--- config.mk ---
export PLATFORM = sky130hd
export DESIGN_NAME = raster_irq_gen
export DESIGN_NICKNAME = d
export VERILOG_FILES = /design/src/rtl/raster_irq_pkg.sv /design/src/rtl/raster_line_counter.sv /design/src/rtl/raster_vblank_pulse.sv /design/src/rtl/raster_level_encoder.sv /design/src/rtl/raster_irq_gen.sv
export SDC_FILE = /design/constraint.sdc
export NUM_CORES = 1
export LEC_CHECK = 0
export BUFFER_PORTS_ARGS = -buffer_cell sky130_fd_sc_hd__buf_2
export CELL_PAD_IN_SITES_DETAIL_PLACEMENT = 0
export CELL_PAD_IN_SITES_GLOBAL_PLACEMENT = 2
export CORE_UTILIZATION = 31
export DETAILED_ROUTE_END_ITERATION = 6
export PLACE_DENSITY = 0.83
export SYNTH_ARGS = -nofsm -noshare
export SYNTH_HDL_FRONTEND = slang
export SYNTH_SLANG_ARGS = --single-unit
--- constraint.sdc ---
create_clock -name clk -period 2.3 [get_ports clk]
set_input_delay 0.46 -clock clk [delete_from_list [all_inputs] [get_ports clk]]
set_output_delay 0.46 -clock clk [all_outputs]
set_load 0.1 [all_outputs]
--- src/rtl/raster_irq_pkg.sv ---
package raster_irq_pkg;

    typedef enum logic [2:0] {
        LVL_NONE   = 3'd0,
        LVL_SOUND  = 3'd2,
        LVL_LINE   = 3'd4,
        LVL_VBLANK = 3'd6
    } irq_level_e;

endpackage

--- src/rtl/raster_line_counter.sv ---
module raster_line_counter #(
    parameter int RELOAD_W      = 8,
    parameter int LINE_W        = 9,
    parameter int VISIBLE_LINES = 224
) (
    input  logic                clk,
    input  logic                rst_n,
    input  logic                line_start,
    input  logic                line_end,
    input  logic [LINE_W-1:0]   line_num,
    input  logic                irq_en,
    input  logic [RELOAD_W-1:0] reload,
    output logic                line_req
);
    localparam logic [LINE_W-1:0] FIRST_BLANK = LINE_W'(VISIBLE_LINES);

    typedef struct packed {
        logic [RELOAD_W-1:0] cnt;
        logic                req;
    } cnt_state_t;

    cnt_state_t st_d, st_q;
    logic       in_visible;

    assign in_visible = (line_num < FIRST_BLANK);

    always_comb begin
        st_d = st_q;
        if (!rst_n) begin
            st_d.cnt = reload;
            st_d.req = 1'b0;
        end else begin
            if (line_start) begin
                st_d.req = 1'b0;
            end
            if (line_end) begin
                if (!in_visible) begin
                    st_d.cnt = reload;
                end else if (st_q.cnt == '0) begin
                    st_d.cnt = reload;
                    st_d.req = irq_en;
                end else begin
                    st_d.cnt = st_q.cnt - 1'b1;
                end
            end
        end
    end

    always_ff @(posedge clk) begin
        st_q <= st_d;
    end

    assign line_req = st_q.req;

endmodule

--- src/rtl/raster_vblank_pulse.sv ---
module raster_vblank_pulse #(
    parameter int LINE_W           = 9,
    parameter int VISIBLE_LINES    = 224,
    parameter int VBL_PULSE_CYCLES = 16
) (
    input  logic              clk,
    input  logic              rst_n,
    input  logic              line_start,
    input  logic [LINE_W-1:0] line_num,
    output logic              vbl_req
);
    localparam int PULSE_W = $clog2(VBL_PULSE_CYCLES + 1);
    localparam logic [LINE_W-1:0]  FIRST_BLANK = LINE_W'(VISIBLE_LINES);
    localparam logic [PULSE_W-1:0] LAST_TICK   = PULSE_W'(VBL_PULSE_CYCLES - 1);

    typedef struct packed {
        logic [PULSE_W-1:0] tmr;
        logic               req;
    } vbl_state_t;

    vbl_state_t st_d, st_q;

    always_comb begin
        st_d = st_q;
        if (!rst_n) begin
            st_d.tmr = '0;
            st_d.req = 1'b0;
        end else if (line_start && line_num == FIRST_BLANK) begin
            st_d.tmr = LAST_TICK;
            st_d.req = 1'b1;
        end else if (st_q.req) begin
            if (st_q.tmr == '0) begin
                st_d.req = 1'b0;
            end else begin
                st_d.tmr = st_q.tmr - 1'b1;
            end
        end
    end

    always_ff @(posedge clk) begin
        st_q <= st_d;
    end

    assign vbl_req = st_q.req;

endmodule

--- src/rtl/raster_level_encoder.sv ---
module raster_level_encoder
    import raster_irq_pkg::*;
(
    input  logic       vbl_req,
    input  logic       line_req,
    input  logic       snd_req,
    output logic [2:0] level
);
    irq_level_e lvl;

    always_comb begin
        if (vbl_req)       lvl = LVL_VBLANK;
        else if (line_req) lvl = LVL_LINE;
        else if (snd_req)  lvl = LVL_SOUND;
        else               lvl = LVL_NONE;
    end

    assign level = lvl;

endmodule

--- src/rtl/raster_irq_gen.sv ---
module raster_irq_gen #(
    parameter int RELOAD_W         = 8,
    parameter int TOTAL_LINES      = 262,
    parameter int VISIBLE_LINES    = 224,
    parameter int VBL_PULSE_CYCLES = 16,
    localparam int LINE_W          = $clog2(TOTAL_LINES)
) (
    input  logic                clk,
    input  logic                rst_n,
    input  logic                line_start,
    input  logic                line_end,
    input  logic [LINE_W-1:0]   line_num,
    input  logic                line_irq_en,
    input  logic [RELOAD_W-1:0] reload_val,
    input  logic                snd_irq,
    output logic [2:0]          irq_level
);
    logic line_req;
    logic vbl_req;

    raster_line_counter #(
        .RELOAD_W(RELOAD_W), .LINE_W(LINE_W), .VISIBLE_LINES(VISIBLE_LINES)
    ) u_cnt (
        .clk(clk), .rst_n(rst_n), .line_start(line_start), .line_end(line_end),
        .line_num(line_num), .irq_en(line_irq_en), .reload(reload_val),
        .line_req(line_req)
    );

    raster_vblank_pulse #(
        .LINE_W(LINE_W), .VISIBLE_LINES(VISIBLE_LINES),
        .VBL_PULSE_CYCLES(VBL_PULSE_CYCLES)
    ) u_vbl (
        .clk(clk), .rst_n(rst_n), .line_start(line_start),
        .line_num(line_num), .vbl_req(vbl_req)
    );

    raster_level_encoder u_enc (
        .vbl_req(vbl_req), .line_req(line_req), .snd_req(snd_irq),
        .level(irq_level)
    );

endmodule

==> results of run 1 <==
[sequential cells by signal, summed over array words and instances, names as in the netlist]
signal	count
u_cnt.st_q	8
u_vbl.st_q	5
u_cnt.line_req	1
u_vbl.vbl_req	1
[per-stage QoR]
| stage | worst slack [ns] | instances | hold WS [ns] |
|---|---|---|---|
| finish | 0.304 | 156 | 0.414 |
| global route | 0.126 | 156 | 0.438 |
| CTS | 0.297 | 156 | 0.410 |
| detailed placement | 0.331 | 152 | 0.497 |
| global placement | 0.349 | 152 | 0.487 |
| floorplan | 0.475 | 98 | 0.460 |
[area by class of cell]
| type | count | area (µm²) | share of cell area |
|---|---|---|---|
| clock buffers | 4 | 26.3 | 0.0230 |
| flip-flops and latches | 15 | 380 | 0.333 |
| multi-input cells | 72 | 534 | 0.468 |
| repair buffers | 25 | 128 | 0.112 |
| inverters | 9 | 33.8 | 0.0296 |
| well taps | 31 | 38.8 | 0.0340 |
[synth_stat cells, drive strengths merged, types with 2 or more instances]
master and count:
a211oi 5, nor4 3, or4b 2, edfxtp 8, mux2i 2, ha 3
xor2 2, xnor2 3, buf 2, a21oi 7, a31oi 3, nand2 4
nor2 12, inv 9, a31o 2, or2 2, nor2b 2, nand4 2
nor3 3, dfxtp 7, nand2b 2
[kinds of logic after synthesis]
family                     after synthesis
DFF                                     15
buffers and inverters                   11
AOI/OAI and AO/OA                       25
muxes                                    3
xor gates and xnor gates                 5
and+or+nand+nor                         35
adders and majority gates                3
other                                    1
[worst max-delay path by stage]
| stage | start | to | depth (start not counted) |
|---|---|---|---|
| 3_5_place_dp | u_cnt.st_q[1]$_DFFE_PP_ | u_cnt.st_q[1]$_DFFE_PP_ | 6 |
| 6_report | u_cnt.st_q[1]$_DFFE_PP_ | u_cnt.st_q[7]$_DFFE_PP_ | 5 |
| 4_1_cts | u_cnt.st_q[1]$_DFFE_PP_ | u_cnt.st_q[7]$_DFFE_PP_ | 5 |
| 2_1_floorplan | u_cnt.st_q[1]$_DFFE_PP_ | u_cnt.st_q[7]$_DFFE_PP_ | 6 |
| 5_1_grt | u_cnt.st_q[1]$_DFFE_PP_ | u_cnt.st_q[7]$_DFFE_PP_ | 5 |
| 3_3_place_gp | line_num[7] | u_cnt.st_q[1]$_DFFE_PP_ | 5 |
[worst max-delay path: stages, from the launching register on]
cell	delay (ns)
edfxtp_1	0.41
inv_1	0.12
ha_1	0.17
nor3b_1	0.50
a211oi_4	0.24
a32o_1	0.31
[power groups by stage]
stage          Combinational (mW)  Clock (mW)  Sequential [mW]
3_3_place_gp                0.127           0            0.327
4_1_cts                     0.129       0.165            0.321
3_5_place_dp                0.127           0            0.327
6_report                    0.127       0.156            0.321
2_1_floorplan              0.0921           0            0.323
5_1_grt                     0.141       0.179            0.324
[metal layers]
metal / up-vias / wire length, µm / track usage
met3: 2 / 154 / 0.0424
met5: - / 0 / 0
met2: 23 / 860 / 0.202
met1: 363 / 996 / 0.175
li1: 416 / - / -
met4: 0 / 17 / 0.0612
[layout by cell type, fill, tap and decap left out, drive strengths merged, types with 2 or more instances in the layout]
master / n
ha: 3
nand4: 2
a31o: 2
nor2: 12
inv: 9
or2: 2
or4b: 2
a211oi: 5
buf: 25
a31oi: 3
dfxtp: 7
xnor2: 3
clkbuf: 4
a21oi: 7
xor2: 2
mux2i: 2
nand2: 4
nor2b: 2
edfxtp: 8
nor4: 3
nor3: 3
nand2b: 2
==> key figures, run 1 <==
Status
  – Status: finished with violations
  – Failing checks: design-rule violations

Power
  – Lkg Pwr: 0.462 nW
  – Comb pwr share: 0.210
  – Seq pwr share: 0.531
  – Pwr dens: between 500 and 600 mW/mm²
  – Total power: 0.604 mW
  – Power Internal: 0.423 mW
  – Sw Pwr: 0.181 mW
  – Switching power share of the total: 0.299
  – Peak VDD IR: approximately 190 µV
  – Clk pwr share: 0.259

Global route
  – Pin count of the biggest net entering global routing: 14
  – Initial antenna violation count: 0
  – Vias in the first global route: 730
  – Total global-route track usage: 0.134
  – Global-route wire length before repair: 3410 µm
  – Overflow left after global routing: 0

Setup path
  – Worst Path Max Fanout: 13
  – Critical path arrival: a little over 2 ns
  – CP Launch Type: flip-flop
  – Worst R2R Start: u_cnt.st_q[1]$_DFFE_PP_
  – Critical Path RT: 2.34 ns
  – Crit end category: flip-flop
  – WS Path Type: flip-flop to flip-flop
  – Flop2flop setup slack: 0.30 ns
  – RR Endpoint: u_cnt.st_q[7]$_DFFE_PP_
  – Register-to-Register Path Depth: 5

Hold path
  – Hold Crit Endpoint: u_cnt.line_req$_SDFF_PN0_
  – Hold Path Origin: line_irq_en
  – Hold path depth: 3
  – HP Class: input pin to flip-flop

Clock network
  – PostCTS Resize Cnt: 0
  – Root buffer cell: clkbuf_4
  – Worst skew pair latency: between 0.2 and 0.3 ns
  – Longest Clk Path Bufs: 2
  – Num Clock Sinks: 15
  – Hold buffer count at cts: 0
  – Total setup buffers inserted after CTS: 0
  – H-tree levels: 1
  – Number of buffers created by CTS: 3
  – Clock transition at the registers of the reported paths: 0.10 ns
  – CTS tree: done

Synthesis
  – FFs w/ async S/R, synth: 0
  – Syn_area_per_cell: 9.87 µm²
  – Post-synthesis register bit count: 15
  – Synth area leaders: edfxtp_1 25%, dfxtp_1 14%, nor2_1 4.7%
  – Synth Warn #: 0
  – EDFF count, synth: 8
  – Post-Synth Adder-Cell Area: 0.0388
  – Ys flop type: edfxtp_1
  – Cell Area, Synth: 967 µm²
  – Compound-Gate Fraction of Synth Area: 0.210
  – Post-synth top area cell: edfxtp_1
  – Gate Count Post-Synth: 98
  – Count of cell types in the netlist: just over 40
  – Synth Area in Simple Gates: 0.223
  – Synth top area share: 0.248
  – Mux share of post-synthesis cell area: 0.0323
  – Xor and xnor area share after synthesis: 0.0453
  – Sequential area share after synthesis: 0.393
  – Largest family of logic cells by synthesized area: simple AND/OR/NAND/NOR gates
  – Syn Nets: approximately 120

Route
  – Vias: 804
  – Final ANT Viol Nets: 0
  – Via density per instance: between 5 and 6
  – DRT iter0 DRCs: 43
  – WL/cell: 13.0 µm
  – DR DRC count: 4
  – 1st-pass router iterations: 6
  – DRT Wirelength: 2030 µm

Placed design
  – Post-DP Area: 0.00111 mm²
  – Hpwl dp: 1540 µm
  – Routability cong.: 0.754
  – Port Buf Inserts: 24

STA
  – Final setup fails: 0
  – Final max-slew violation count: 0
  – RSZ-0062 raised after global routing: no
  – Period utilization: 0.868
  – Skew final: 0.00528 ns
  – Actual slew at the worst max-slew pin: ~0.62 ns
  – Hold Violations, Final: 0
  – Slew headroom: 0.582
  – Sum Neg Setup Slack: 0 ns
  – Max frequency: 501 MHz
  – Min Tclk post-route: about 2 ns

Layout
  – Final core utilization: 0.400
  – Fill cells: 294
  – Final #Nets: 152
  – Layout cell share with drive strength beyond 1: 0.304
  – Final instance area: 0.00114 mm²
  – Diodes inserted: 0
  – Area growth, synth to finish: 18.0%

Floorplan
  – Row cnt: 19
  – Die Width: roughly 58 µm
  – Die area: 0.00335 mm²
  – Starting Density: 0.339
  – Core footprint: 0.00285 mm²
  – IO Pins: 26
  – Die Y-Extent: 57.9 µm

Run
  – Max cap viols: 0
No activity file was read; power rests on OpenSTA's default activity.
==> inputs of run 2 (changes only) <==
CELL_PAD_IN_SITES_DETAIL_PLACEMENT = 1   (was 0)
CELL_PAD_IN_SITES_GLOBAL_PLACEMENT = 1   (was 2)
CORE_UTILIZATION = 38   (was 31)
PLACE_DENSITY = 0.82   (was 0.83)
==> key figures, run 2 (synthesis results as in run 1) <==
Status
  – Status: complete, no violations

Floorplan
  – Die area: 0.00275 mm²
  – Starting Density: 0.421
  – Die Width: 52.5 µm
  – Die Y-Extent: 52.5 µm
  – IO Pins: 26
  – Core footprint: approximately 0.0023 mm²
  – Row cnt: 17

STA
  – Period utilization: 0.895
  – RSZ-0062 raised after global routing: no
  – Final setup fails: 0
  – Hold Violations, Final: 0
  – Actual slew at the worst max-slew pin: 0.656 ns
  – Final max-slew violation count: 0
  – Skew final: 0.00346 ns
  – Slew headroom: 0.561
  – Min Tclk post-route: 2.06 ns
  – Max frequency: 486 MHz
  – Sum Neg Setup Slack: 0 ns

Global route
  – Pin count of the biggest net entering global routing: 14
  – Global-route wire length before repair: 3950 µm
  – Vias in the first global route: about 880
  – Overflow left after global routing: 0
  – Initial antenna violation count: 0
  – Total global-route track usage: 0.206

Route
  – DRT Wirelength: between 2000 and 2500 µm
  – DRT iter0 DRCs: 9
  – WL/cell: 15.6 µm
  – DR DRC count: 0
  – 1st-pass router iterations: 4
  – Via density per instance: 5.58
  – Vias: 853
  – Final ANT Viol Nets: 0

Layout
  – Top Registers: u_cnt.st_q (8), u_vbl.st_q (5)
  – Largest register FFs: 8
  – Fill cells: roughly 290
  – Final #Nets: around 150
  – Commonest non-fill, non-tap cell in the layout: buf_2
  – Non-filler cells, final: between 150 and 200
  – Area growth, synth to finish: 17.6%
  – Diodes inserted: 0
  – Most frequent cells in the layout: 24 x buf_2, 12 x nor2_1, 9 x inv_1, 8 x edfxtp_1
  – Reg with most FFs: u_cnt.st_q
  – Layout cell share with drive strength beyond 1: 0.304

Clock network
  – Number of buffers created by CTS: 3
  – Longest Clk Path Bufs: 2
  – Total setup buffers inserted after CTS: 0
  – Num Clock Sinks: 15
  – Clock transition at the registers of the reported paths: about 0.1 ns
  – PostCTS Resize Cnt: 0
  – CTS tree: done
  – Hold buffer count at cts: 0
  – H-tree levels: 1
  – Root buffer cell: clkbuf_4
  – Worst skew pair latency: 0.29 ns

Setup path
  – Buffers plus inverters on the worst setup path: 1
  – WS Path Type: flip-flop to flip-flop
  – CP max stage delay: 0.54 ns
  – CP delay by family, top: compound AO/OA/AOI/OAI gates
  – Critical Path RT: ~2.4 ns
  – Worst path cell trace: inv_1 > ha_1 > nor3b_1 > a211oi_4 > a32o_1
  – CP Launch Type: flip-flop
  – Slowest CP cell: nor3b_1
  – Worst Path Max Fanout: 13
  – Critical path arrival: about 2.1 ns
  – Crit end category: flip-flop

Power
  – Switching power share of the total: 0.311
  – Power Internal: approximately 0.42 mW
  – Pwr dens: 542 mW/mm²
  – Clk pwr share: 0.263
  – Seq pwr share: 0.525
  – Sw Pwr: between 0.15 and 0.2 mW
  – Lkg Pwr: 0.462 nW
  – Peak VDD IR: between 400 and 500 µV
  – Comb pwr share: 0.211

Placed design
  – Routability cong.: 0.747
  – Port Buf Inserts: 24
  – Hpwl dp: 1810 µm
  – Post-Place Cells: 149

Hold path
  – HP Class: input pin to flip-flop

Run
  – Max cap viols: 0
## run 2: power by group through the flow
| stage | registers, mW | logic [mW] | clock network (mW) |
|---|---|---|---|
| after detailed placement | 0.330 | 0.130 | 0 |
| after global placement | 0.327 | 0.124 | 0 |
| after floorplan | 0.323 | 0.0921 | 0 |
| after global routing | 0.326 | 0.144 | 0.173 |
| final | 0.324 | 0.130 | 0.162 |
| after CTS | 0.324 | 0.131 | 0.165 |
## run 2: tightest hold or removal path, stage by stage
cell,delay (ns)
buf_2,0.08
mux2i_1,0.05
nor2_1,0.08
## run 2: layout make-up
| type | count | area [µm²] | share of cell area |
|---|---|---|---|
| Clock buffer | 4 | 26.3 | 0.0231 |
| Sequential cell | 15 | 380 | 0.334 |
| Inverter | 9 | 33.8 | 0.0297 |
| Tap cell | 28 | 35.0 | 0.0308 |
| Multi-Input combinational cell | 72 | 534 | 0.470 |
| Timing Repair Buffer | 25 | 128 | 0.112 |
## run 2: path summary, 6_finish.rpt
kind,startpoint,to,slack [ns],cells past startpoint
worst min-delay path,line_irq_en,u_cnt.line_req$_SDFF_PN0_,0.41,3
worst min register to register,u_vbl.st_q[5]$_SDFFE_PP0P_,u_vbl.st_q[5]$_SDFFE_PP0P_,0.50,2
worst max register to register,u_cnt.st_q[1]$_DFFE_PP_,u_cnt.st_q[7]$_DFFE_PP_,0.24,5
worst max-delay path,u_cnt.st_q[1]$_DFFE_PP_,u_cnt.st_q[7]$_DFFE_PP_,0.24,5
## run 2: routing by layer
layer	global-route usage	vias up	routed length, µm
met2	0.361	25	1190
met3	0.0348	4	101
met1	0.230	408	1060
met4	0.118	0	36
li1	-	416	-
met5	0	-	0
## run 2: metrics by stage
stage,hold slack (ns),cell area [µm²],power (mW),utilization,worst slack [ns]
floorplan,0.460,967,0.416,-,0.475
global placement,0.476,1110,0.451,0.484,0.350
detailed placement,0.487,1110,0.460,0.484,0.224
CTS,0.410,1140,0.620,0.495,0.214
global route,0.456,1140,0.644,0.495,0.0387
finish,0.409,1140,0.616,0.495,0.240
==> inputs of run 3 (changes only) <==
ABC_AREA = 1   (was default)
CTS_BUF_LIST = sky130_fd_sc_hd__clkbuf_4 sky130_fd_sc_hd__clkbuf_8   (was default)
CTS_CLUSTER_SIZE = 40   (was default)
PLACE_DENSITY = 0.86   (was 0.82)
==> key figures, run 3 <==
Layout
  – Final #Nets: 206
  – Final instance area: 0.00121 mm²
  – Reg area: between 300 and 400 µm²
  – Reg with most FFs: u_cnt.st_q
  – Most frequent cells in the layout: 34 x nand2_1, 27 x nor2_1, 26 x inv_1, 24 x buf_2, 11 x nand3_1
  – Largest register FFs: 8
  – Top Registers: u_cnt.st_q (8), u_vbl.st_q (5)
  – Fill cells: 350
  – Layout cell share with drive strength beyond 1: 0.212
  – Diodes inserted: 0
  – Area growth, synth to finish: 15.8%
  – Multi-input logic area: 547 µm²
  – Commonest non-fill, non-tap cell in the layout: nand2_1

Power
  – Peak VDD IR: roughly 230 µV
  – Switching power share of the total: 0.311
  – Clk pwr share: 0.259
  – Power Internal: 0.416 mW
  – Sw Pwr: 0.187 mW
  – Seq pwr share: 0.518
  – Pwr dens: 497 mW/mm²
  – Lkg Pwr: 0.635 nW
  – Total power: 0.603 mW
  – Comb pwr share: 0.223

Route
  – DRT Wirelength: 2320 µm
  – Vias: 992
  – Via density per instance: 4.75
  – Final ANT Viol Nets: 0
  – 1st-pass router iterations: 4
  – DR DRC count: 0
  – WL/cell: 11.1 µm
  – DRT iter0 DRCs: 6

Global route
  – Global-route wire length before repair: 3830 µm
  – Pin count of the biggest net entering global routing: 15
  – Total global-route track usage: 0.184
  – Vias in the first global route: 950
  – Initial antenna violation count: 0
  – Overflow left after global routing: 0

Synthesis
  – Sequential area share after synthesis: 0.363
  – Post-synthesis register bit count: 15
  – Synth top area share: 0.229
  – FFs w/ async S/R, synth: 0
  – Synth Warn #: 0
  – Post-synth top area cell: edfxtp_1
  – Synth area leaders: edfxtp_1 23%, dfxtp_1 13%, nand2_1 12%
  – Count leader, synth: nand2_1
  – Cell Area, Synth: 0.00105 mm²
  – Gate Count Post-Synth: roughly 150
  – Commonest cells in the netlist: 34 x nand2_1, 27 x nor2_1, 26 x inv_1, 11 x nand3_1
  – Syn_area_per_cell: approximately 7 µm²
  – Syn Nets: 180
  – Ys flop type: edfxtp_1
  – EDFF count, synth: 8
  – Count of cell types in the netlist: 27

Placed design
  – Hpwl dp: 1980 µm
  – Routability cong.: 0.835
  – Pre-CTS setup slack: roughly 0.66 ns
  – Post-DP Area: 0.00119 mm²
  – Port Buf Inserts: 24

Clock network
  – H-tree levels: 1
  – Root buffer cell: clkbuf_4
  – PostCTS Resize Cnt: 0
  – Number of buffers created by CTS: 3
  – Hold buffer count at cts: 0
  – Worst skew pair latency: 0.29 ns
  – CTS tree: done
  – Total setup buffers inserted after CTS: 0
  – Clock transition at the registers of the reported paths: 0.10 ns
  – Longest Clk Path Bufs: 2
  – Num Clock Sinks: 15

STA
  – RSZ-0062 raised after global routing: no
  – Max frequency: between 500 and 600 MHz
  – Skew final: 0.00318 ns
  – Min Tclk post-route: approximately 1.7 ns
  – Final setup fails: 0
  – Hold Violations, Final: 0
  – Period utilization: 0.742
  – Sum Neg Setup Slack: 0 ns
  – Final max-slew violation count: 0
  – Setup WS post-layout: around 0.59 ns

Floorplan
  – IO Pins: 26
  – Core footprint: 0.00254 mm²
  – Die Width: 54.5 µm
  – Row cnt: 18
  – Die Y-Extent: 54.5 µm
  – Starting Density: 0.412
  – Die area: just under 0.003 mm²

Setup path
  – Critical Path RT: between 1.5 and 2 ns
  – WS Path Type: flip-flop to primary output
  – CP delay by family, top: buffers and inverters
  – Worst Path Max Fanout: 4
  – Slowest CP cell: dfxtp_1
  – Crit end category: primary output
  – Worst path cell trace: inv_1 > nand2_1 > buf_2
  – Buffers plus inverters on the worst setup path: 2
  – CP Launch Type: flip-flop
  – Critical path arrival: 1.25 ns
  – CP max stage delay: about 0.41 ns

Hold path
  – HP Class: input pin to flip-flop

Run
  – Max cap viols: 0

Status
  – Status: complete, no violations
run 3: cell count changes in the layout (fill, tap and decap cells not counted), moves of 3 or more:
cell	before	now
nand2_1	4	34
nand3_1	1	11
nand2_2	0	3
inv_1	9	26
o21ai_0	1	8
a21oi_1	7	3
nor2_1	12	27
run 3: kinds of logic after synthesis:
group                      synth area share
buffers and inverters                 0.116
adders and majority gates            0.0358
DFF                                   0.363
AOI/OAI and AO/OA                    0.0752
xor gates and xnor gates             0.0334
other                               0.00358
and+or+nand+nor                       0.374
run 3: layout make-up:
cell class	count	share of cell area
clock buffer	3	0.0186
clock inverter	1	0.00412
sequential	15	0.313
tap	30	0.0309
multi-input combinational	109	0.451
inverter	27	0.0835
timing repair buffer	24	0.0990
run 3: through the flow:
stage / util / hold slack [ns] / cells
after floorplan: - / 0.437 / 154
after global placement: 0.466 / 0.460 / 205
after detailed placement: 0.466 / 0.470 / 205
after CTS: 0.477 / 0.451 / 209
after global routing: 0.477 / 0.459 / 209
final: 0.477 / 0.456 / 209
run 3: worst min-delay path, cell delays in order:
cell	delay (ns)
buf_2	0.08
inv_1	0.04
nand2_1	0.05
a21oi_1	0.06
run 3: metal layers:
| layer | wire [µm] | global-route usage | vias to the layer above |
|---|---|---|---|
| met5 | 0 | 0 | - |
| met4 | 19 | 0.0855 | 0 |
| met3 | 62 | 0.0389 | 4 |
| met2 | 1250 | 0.346 | 16 |
| met1 | 986 | 0.193 | 447 |
| li1 | - | - | 525 |
run 3: worst paths after layout:
check / from / end / slack, ns / cells past startpoint
worst max register to register: u_cnt.st_q[1]$_DFFE_PP_ / u_cnt.st_q[8]$_DFFE_PP_ / 0.80 / 9
worst min-delay path: line_start / u_cnt.line_req$_SDFF_PN0_ / 0.46 / 4
worst max-delay path: u_vbl.vbl_req$_SDFF_PN0_ / irq_level[1] / 0.59 / 3
worst min register to register: u_cnt.line_req$_SDFF_PN0_ / u_cnt.line_req$_SDFF_PN0_ / 0.48 / 2
run 3: power by group through the flow:
stage	Clock, mW	Sequential [mW]	Combinational [mW]
final	0.156	0.313	0.135
after global routing	0.174	0.315	0.153
after CTS	0.161	0.313	0.137
after detailed placement	0	0.319	0.136
after global placement	0	0.318	0.131
after floorplan	0	0.316	0.100
